### src/rtl/lpbk_uart_pkg.sv
package lpbk_uart_pkg;

  localparam int BYTE_W = 8;

  localparam logic [2:0] OFS_DATA    = 3'd0;
  localparam logic [2:0] OFS_IEN     = 3'd1;
  localparam logic [2:0] OFS_FCTL    = 3'd2;
  localparam logic [2:0] OFS_LCTL    = 3'd3;
  localparam logic [2:0] OFS_MCTL    = 3'd4;
  localparam logic [2:0] OFS_LSTAT   = 3'd5;
  localparam logic [2:0] OFS_MSTAT   = 3'd6;
  localparam logic [2:0] OFS_SCRATCH = 3'd7;

  // enable bit positions
  localparam int IEN_DATA  = 0;
  localparam int IEN_EMPTY = 1;
  localparam int IEN_LINE  = 2;
  localparam int IEN_MODEM = 3;

  // data-available trigger level from the select field
  function automatic logic [7:0] trig_from_sel(input logic [1:0] sel, input logic fifo_on);
    logic [7:0] lvl;
    case (sel)
      2'b00:   lvl = 8'd1;
      2'b01:   lvl = 8'd4;
      2'b10:   lvl = 8'd8;
      default: lvl = 8'd14;
    endcase
    return fifo_on ? lvl : 8'd1;
  endfunction

  // highest-priority source code, 4'h1 when idle
  function automatic logic [3:0] iir_code(input logic ls, input logic da,
                                          input logic te, input logic ms);
    if (ls)      return 4'h6;
    else if (da) return 4'h4;
    else if (te) return 4'h2;
    else if (ms) return 4'h0;
    else         return 4'h1;
  endfunction

  function automatic logic [7:0] lsr_pack(input logic has_data, input logic ovr);
    return {1'b0, !has_data, !has_data, 3'b000, ovr, has_data};
  endfunction

  function automatic logic [7:0] msr_pack(input logic cts);
    return {1'b1, 1'b0, 1'b1, cts, 2'b00, 1'b1, cts};
  endfunction

endpackage

### src/rtl/lpbk_ring.sv
module lpbk_ring #(
  parameter int DEPTH  = 16,
  parameter int DATA_W = 8,
  parameter int CNT_W  = $clog2(DEPTH + 1)
) (
  input  logic              clk,
  input  logic              rst_n,
  input  logic              push_req,
  input  logic              pop_req,
  input  logic              clr,
  input  logic              cap_one,
  input  logic [DATA_W-1:0] din,
  output logic [DATA_W-1:0] dout,
  output logic [CNT_W-1:0]  count,
  output logic              empty,
  output logic              at_cap,
  output logic              push_ok,
  output logic              push_drop,
  output logic              pop_ok,
  output logic              ovr
);
  localparam int PTR_W = $clog2(DEPTH);

  logic [DATA_W-1:0] mem [DEPTH];
  logic [PTR_W-1:0]  head, tail;

  assign empty     = (count == '0);
  assign at_cap    = cap_one ? !empty : (count == CNT_W'(DEPTH));
  assign push_ok   = push_req && !at_cap;
  assign push_drop = push_req && at_cap;
  assign pop_ok    = pop_req && !empty;
  assign dout      = mem[tail];

  always_ff @(posedge clk) begin
    if (push_ok) mem[head] <= din;
  end

  always_ff @(posedge clk or negedge rst_n) begin
    if (!rst_n) begin
      head  <= '0;
      tail  <= '0;
      count <= '0;
      ovr   <= 1'b0;
    end else begin
      if (clr) begin
        head  <= '0;
        tail  <= '0;
        count <= '0;
      end else begin
        if (push_ok) head <= head + 1'b1;
        if (pop_ok)  tail <= tail + 1'b1;
        if (push_ok && !pop_ok)      count <= count + 1'b1;
        else if (pop_ok && !push_ok) count <= count - 1'b1;
      end
      if (push_drop)    ovr <= 1'b1;
      else if (push_ok) ovr <= 1'b0;
    end
  end
endmodule

### src/rtl/lpbk_ctl_regs.sv
module lpbk_ctl_regs
  import lpbk_uart_pkg::*;
(
  input  logic        clk,
  input  logic        rst_n,
  input  logic        wr_en,
  input  logic [2:0]  addr,
  input  logic [7:0]  wdata,
  output logic [3:0]  ier,
  output logic [7:0]  lcr,
  output logic [7:0]  mcr,
  output logic [7:0]  scr,
  output logic [15:0] divisor,
  output logic        fifo_on,
  output logic [7:0]  trig_lvl,
  output logic        dlab,
  output logic        clr_req
);
  assign dlab    = lcr[7];
  assign clr_req = wr_en && (addr == OFS_FCTL) && (wdata[1] || wdata[2]);

  always_ff @(posedge clk or negedge rst_n) begin
    if (!rst_n) begin
      ier      <= '0;
      lcr      <= '0;
      mcr      <= '0;
      scr      <= '0;
      divisor  <= '0;
      fifo_on  <= 1'b1;
      trig_lvl <= 8'd1;
    end else if (wr_en) begin
      case (addr)
        OFS_DATA: if (dlab) divisor[7:0] <= wdata;
        OFS_IEN: begin
          if (dlab) divisor[15:8] <= wdata;
          else      ier <= wdata[3:0];
        end
        OFS_FCTL: begin
          fifo_on  <= wdata[0];
          trig_lvl <= trig_from_sel(wdata[7:6], wdata[0]);
        end
        OFS_LCTL: begin
          lcr <= wdata;
          if (wdata[7]) divisor <= '0;
        end
        OFS_MCTL:    mcr <= wdata;
        OFS_SCRATCH: scr <= wdata;
        default: ;
      endcase
    end
  end
endmodule

### src/rtl/lpbk_irq_gen.sv
module lpbk_irq_gen
  import lpbk_uart_pkg::*;
(
  input  logic       clk,
  input  logic       rst_n,
  input  logic [3:0] ier,
  input  logic [1:0] mcr_lines,
  input  logic [7:0] cnt8,
  input  logic [7:0] trig_lvl,
  input  logic       empty,
  input  logic       ovr,
  input  logic       push_ok,
  input  logic       push_drop,
  input  logic       pop_ok,
  input  logic       ier_wr,
  input  logic       mcr_wr,
  input  logic [7:0] wdata,
  output logic [7:0] iir_val,
  output logic       irq_pulse
);
  logic ev_data, ev_line, ev_en_empty, ev_drain, ev_modem, ev_any;
  logic src_line, src_data, src_empty, src_modem;

  assign ev_data     = push_ok && ier[IEN_DATA] && ((cnt8 + 8'd1) == trig_lvl);
  assign ev_line     = push_drop && ier[IEN_LINE];
  assign ev_en_empty = ier_wr && wdata[1] && empty;
  assign ev_drain    = pop_ok && (cnt8 == 8'd1) && ier[IEN_EMPTY];
  assign ev_modem    = mcr_wr && ier[IEN_MODEM] && (wdata[3] || wdata[1] || wdata[0]);
  assign ev_any      = ev_data || ev_line || ev_en_empty || ev_drain || ev_modem;

  assign src_line  = ier[IEN_LINE] && ovr;
  assign src_data  = ier[IEN_DATA] && (cnt8 >= trig_lvl);
  assign src_empty = ier[IEN_EMPTY] && empty;
  assign src_modem = ier[IEN_MODEM] && (mcr_lines != 2'b00);
  assign iir_val   = {4'b1100, iir_code(src_line, src_data, src_empty, src_modem)};

  always_ff @(posedge clk or negedge rst_n) begin
    if (!rst_n) irq_pulse <= 1'b0;
    else        irq_pulse <= ev_any;
  end
endmodule

### src/rtl/lpbk_uart.sv
module lpbk_uart
  import lpbk_uart_pkg::*;
#(
  parameter int DEPTH = 16
) (
  input  logic       clk,
  input  logic       rst_n,
  input  logic [2:0] reg_addr,
  input  logic       reg_wr,
  input  logic       reg_rd,
  input  logic [7:0] reg_wdata,
  output logic [7:0] reg_rdata,
  output logic       irq_pulse
);
  localparam int CNT_W = $clog2(DEPTH + 1);

  logic [3:0]       ier;
  logic [7:0]       lcr, mcr, scr, trig_lvl, iir_val, ring_dout, last_rx, cnt8;
  logic [15:0]      divisor;
  logic             fifo_on, dlab, clr_req;
  logic [CNT_W-1:0] count;
  logic             empty, at_cap, push_ok, push_drop, pop_ok, ovr;
  logic             rd_act, push_req, pop_req, ier_wr, mcr_wr, cts;

  assign rd_act   = reg_rd && !reg_wr;
  assign push_req = reg_wr && (reg_addr == OFS_DATA) && !dlab;
  assign pop_req  = rd_act && (reg_addr == OFS_DATA) && !dlab;
  assign ier_wr   = reg_wr && (reg_addr == OFS_IEN) && !dlab;
  assign mcr_wr   = reg_wr && (reg_addr == OFS_MCTL);
  assign cnt8     = 8'(count);
  assign cts      = !(mcr[5] && at_cap);

  lpbk_ctl_regs u_regs (
    .clk(clk), .rst_n(rst_n), .wr_en(reg_wr), .addr(reg_addr), .wdata(reg_wdata),
    .ier(ier), .lcr(lcr), .mcr(mcr), .scr(scr), .divisor(divisor),
    .fifo_on(fifo_on), .trig_lvl(trig_lvl), .dlab(dlab), .clr_req(clr_req)
  );

  lpbk_ring #(.DEPTH(DEPTH), .DATA_W(BYTE_W), .CNT_W(CNT_W)) u_ring (
    .clk(clk), .rst_n(rst_n), .push_req(push_req), .pop_req(pop_req),
    .clr(clr_req), .cap_one(!fifo_on), .din(reg_wdata), .dout(ring_dout),
    .count(count), .empty(empty), .at_cap(at_cap), .push_ok(push_ok),
    .push_drop(push_drop), .pop_ok(pop_ok), .ovr(ovr)
  );

  lpbk_irq_gen u_irq (
    .clk(clk), .rst_n(rst_n), .ier(ier), .mcr_lines(mcr[1:0]), .cnt8(cnt8),
    .trig_lvl(trig_lvl), .empty(empty), .ovr(ovr), .push_ok(push_ok),
    .push_drop(push_drop), .pop_ok(pop_ok), .ier_wr(ier_wr), .mcr_wr(mcr_wr),
    .wdata(reg_wdata), .iir_val(iir_val), .irq_pulse(irq_pulse)
  );

  always_ff @(posedge clk or negedge rst_n) begin
    if (!rst_n) begin
      reg_rdata <= '0;
      last_rx   <= '0;
    end else begin
      if (pop_ok) last_rx <= ring_dout;
      if (rd_act) begin
        case (reg_addr)
          OFS_DATA:  reg_rdata <= dlab ? divisor[7:0] : (empty ? last_rx : ring_dout);
          OFS_IEN:   reg_rdata <= dlab ? divisor[15:8] : {4'b0000, ier};
          OFS_FCTL:  reg_rdata <= iir_val;
          OFS_LCTL:  reg_rdata <= lcr;
          OFS_MCTL:  reg_rdata <= mcr;
          OFS_LSTAT: reg_rdata <= lsr_pack(!empty, ovr);
          OFS_MSTAT: reg_rdata <= msr_pack(cts);
          default:   reg_rdata <= scr;
        endcase
      end
    end
  end
endmodule

### config.mk
export PLATFORM = sky130hd
export DESIGN_NAME = lpbk_uart
export DESIGN_NICKNAME = d
export VERILOG_FILES = /design/src/rtl/lpbk_uart_pkg.sv /design/src/rtl/lpbk_ring.sv /design/src/rtl/lpbk_ctl_regs.sv /design/src/rtl/lpbk_irq_gen.sv /design/src/rtl/lpbk_uart.sv
export SDC_FILE = /design/constraint.sdc
export NUM_CORES = 1
export LEC_CHECK = 0
export BUFFER_PORTS_ARGS = -buffer_cell sky130_fd_sc_hd__buf_2
export CAP_MARGIN = 5
export CORE_ASPECT_RATIO = 0.5
export CORE_MARGIN = 4
export CORE_UTILIZATION = 41
export DETAILED_ROUTE_END_ITERATION = 8
export GPL_TIMING_DRIVEN = 0
export HOLD_SLACK_MARGIN = 0.02
export PLACE_DENSITY = 0.62
export SYNTH_ARGS = -nofsm -noshare
export SYNTH_HDL_FRONTEND = slang
export SYNTH_SLANG_ARGS = --single-unit
### constraint.sdc
create_clock -name clk -period 2.45 [get_ports clk]
set_input_delay 0.49 -clock clk [delete_from_list [all_inputs] [get_ports clk]]
set_output_delay 0.49 -clock clk [all_outputs]
set_load 0.005 [all_outputs]
==> flow_metrics.tcl <==
set metrics [dict create \
    fillerInstances 1927 \
    synthArstFlopShare_pct 38.46 \
    finalSetupTns_ns -0.005100 \
    cts_buffers 20 \
    reg2reg_slack_ns -0.005 \
    h-tree-depth 1 \
    avgSynthCellArea_um2 13.23 \
    rows 38 \
    final_util_pct 48.42 \
    power.leakage_nw 3.887 \
    yosysUniqueCellTypes 60 \
    ys_seq_area_share_pct 62.63 \
    arrival_ns 2.88 \
    yosys.area.top_type_share_pct 41.16 \
    grt_first_pass_wirelength_um 35160 \
    worstMarginPinSlew_ns 0.7136 \
    clk_pin_slew_ns 0.06 \
    vias 6006 \
    path_cells "buf_2, nor2_1, clkbuf_2, a221oi_2, nor2_1, o21ai_1, o211ai_1, a21oi_1" \
    cp-end-kind "flop" \
    syn_area_mm2 0.009338 \
    fin_ws_ns -0.005100 \
    min_period_over_period_pct 100.2 \
    max_stage_delay_ns 0.45 \
    sw_frac_of_total_pct 30.81 \
    p_per_area_mw_per_mm2 919.4 \
    top_layer "met4" \
    dieArea_mm2 0.02540 \
    cp_num_buf_inv 2 \
    synth_most_common_cell "edfxtp_1" \
    max_cap_viol_count 0 \
    drt-met1-wl_um 10790 \
    worst_hold_path.num_cells 1 \
    cts_tree "yes" \
    combinationalPowerShare_pct 25.9 \
    core_mm2 0.02201 \
    die_h_um 114.7 \
    ant_nets 0 \
    antenna_found_initial 0 \
    critPathKind "flop to flop" \
    status "finished, violations left" \
    rr_worst_depth 8 \
    num_io_pins 24 \
    worst_path_most_repeated_cell "nor2_1" \
    pwr-share-seq_pct 44.7 \
    hp-start "reg_wdata[7]" \
    n_antenna_cell 0 \
    drc_errors 0 \
    min_to "u_ring.mem[8][7]" \
    crit_fanout 10 \
    routedWlPerCell_um 21.35 \
    ys_seq_elements 208 \
    hold_class "primary input to flop" \
    grt_max_degree 56 \
    clock-root-buffer "clkbuf_16" \
    rsz0062_at_grt "true" \
    grt.total_usage_pct 17.67 \
    p_sw_mw 3.019 \
    required_ns 2.87 \
    violations "negative setup slack" \
    synth-main-ff-cell "edfxtp_1" \
    setup_viol 1 \
    first_global_vias 5947 \
    place.port_buffers 20 \
    nets 784 \
    syn_to_final_growth_pct 14.15 \
    viasPerCell 5.618 \
    crit_cells 8 \
    p_clk_share_pct 29.4 \
    synth.area.top_cells "edfxtp_1 41%, dfrtp_1 21%, mux4_2 4.1%" \
    fin_crit_ns 2.455 \
    p_int_mw 6.781 \
    detail_route.iter0.violations 565 \
    finalClockSkew_ns 0.01662 \
    slew_violations 0 \
    dr_wl_met3_um 1060 \
    syn_nets 734 \
    ys_top_cells_by_count "128 x edfxtp_1, 78 x dfrtp_1, 77 x nand2_1" \
    first_pass_iters 5 \
    die_w_um 221.4 \
    rr_startpoint "u_ring.tail[1]" \
    numClockSinks 208 \
    cts.path.max_buffers 3 \
    synthCells 706 \
    ys_warn_count 0 \
    routabilityCongestion 0.9115 \
    critPathSlowestCell "a221oi_2" \
    hpwlAfterDp_um 15070 \
    grt_overflow_total 0 \
    synth_edf_count 128 \
    insertion_delay_ns 0.51 \
    path_delay_family "compound AO/OA/AOI/OAI gates" \
    r2r_end "reg_rdata[1]" \
    peakVddDrop_mv 0.4620 \
    wl_met2_um 10640 \
    yosysTopAreaCell "edfxtp_1" \
    crit_path_start_kind "flop" \
    drt_wl_total_um 22830 \
    initial_utilization_pct 42.42 \
    fmaxAchievable_mhz 407.3 \
    hold_violations 0 \
    maxSlewHeadroom_pct 52.43 \
    drive_above_1_share_pct 21.85 \
]
[stage by stage]
stage	total power [mW]	instances	cell area (µm²)	worst slack, ns	hold slack (ns)
detailed placement	6.756	1027	9843	-0.6724	0.4251
global route	10.28	1069	10660	-0.1020	0.4079
CTS	9.717	1064	10550	-0.02176	0.3952
finish	9.800	1069	10660	-0.005100	0.4049
global placement	6.714	1026	9813	-0.7124	0.4613
floorplan	6.026	706	9338	0.07225	0.1944
[per-layer routing]
| layer | vias to the layer above | global-route usage (%) |
|---|---|---|
| li1 | 2769 | - |
| met1 | 3048 | 25.35 |
| met2 | 163 | 29.24 |
| met3 | 26 | 2.894 |
| met4 | 0 | 3.344 |
| met5 | - | 0 |
[cells in the final DEF, fill, tap and decap left out, types with 6 or more instances in the layout]
master     instances
a211oi_1           6
a21oi_1           19
a221oi_1           8
a22oi_1            6
and2_2             6
and2_4             6
buf_2             25
buf_4             10
clkbuf_1          26
clkbuf_16         20
dfrtp_1           76
edfxtp_1         128
ha_1              13
inv_1              9
mux2_2            32
mux2i_1           34
mux4_2            17
nand2_1           76
nand2b_1           8
nand3_1            6
nor2_1            36
nor2b_1            8
nor3_1            10
o211ai_1           8
o21ai_0           41
o22ai_1            7
o31ai_1            9
xnor2_1            7
[sequential cells by signal, indices dropped and copies added (netlist names), 4 cells and up]
register,count
u_ring.mem,128
last_rx,8
u_regs.trig_lvl,4
u_regs.ier,4
u_regs.lcr,8
reg_rdata,8
u_regs.mcr,8
u_ring.head,4
u_ring.tail,4
u_ring.count,5
u_regs.divisor,16
u_regs.scr,8
[cell type report]
class,instances,area [µm²],share of cell area (%)
Tap cell,300,375.4,3.522
Clock inverter,8,51.30,0.4813
Timing Repair Buffer,29,192.7,1.808
Sequential cell,208,5851,54.89
Buffer,42,210.2,1.972
Inverter,12,46.29,0.4343
Clock buffer,27,546.8,5.130
Multi-Input combinational cell,443,3386,31.76
[worst max-delay path by stage]
stage,start,end,slack (ns)
2_1_floorplan,u_ring.count[0],u_ring.mem[14][0],0.07
3_3_place_gp,u_ring.count[0],u_ring.mem[13][6],-0.71
3_5_place_dp,u_ring.count[0],u_ring.mem[13][6],-0.67
4_1_cts,u_ring.count[1],u_ring.mem[4][6],-0.02
5_1_grt,u_ring.tail[1],reg_rdata[1],-0.10
6_report,u_ring.tail[1],reg_rdata[1],-0.005
[what timing repair did]
item | in CTS | in global routing
buffers inserted | 1 | 6
endpoints found under the setup margin | 145 | 150
endpoints found under the hold margin | 24 | 0
resized for setup | 43 | 20
hold buffers | 1 | 0
pin swaps | 0 | 3
[kinds of logic (layout without fill, tap and decap cells)]
group,count (synthesis),count (layout),share of synthesized area [%]
flops,208,208,62.63
simple gates,192,192,10.26
compound gates,143,143,10.08
mux,83,83,11.60
buf+inv,55,118,2.559
fa+ha+maj,13,13,1.742
xor+xnor,12,12,1.126
[power by group through the flow]
stage                     registers, mW  logic [mW]  clock network [mW]
after floorplan                    4.34        1.69                   0
after global placement             4.43        2.29                   0
after detailed placement           4.43        2.32                   0
after CTS                          4.37        2.42                2.93
after global routing               4.41        2.79                3.08
final                              4.38        2.54                2.88
Note: power is estimated with default switching activity, not from simulation.
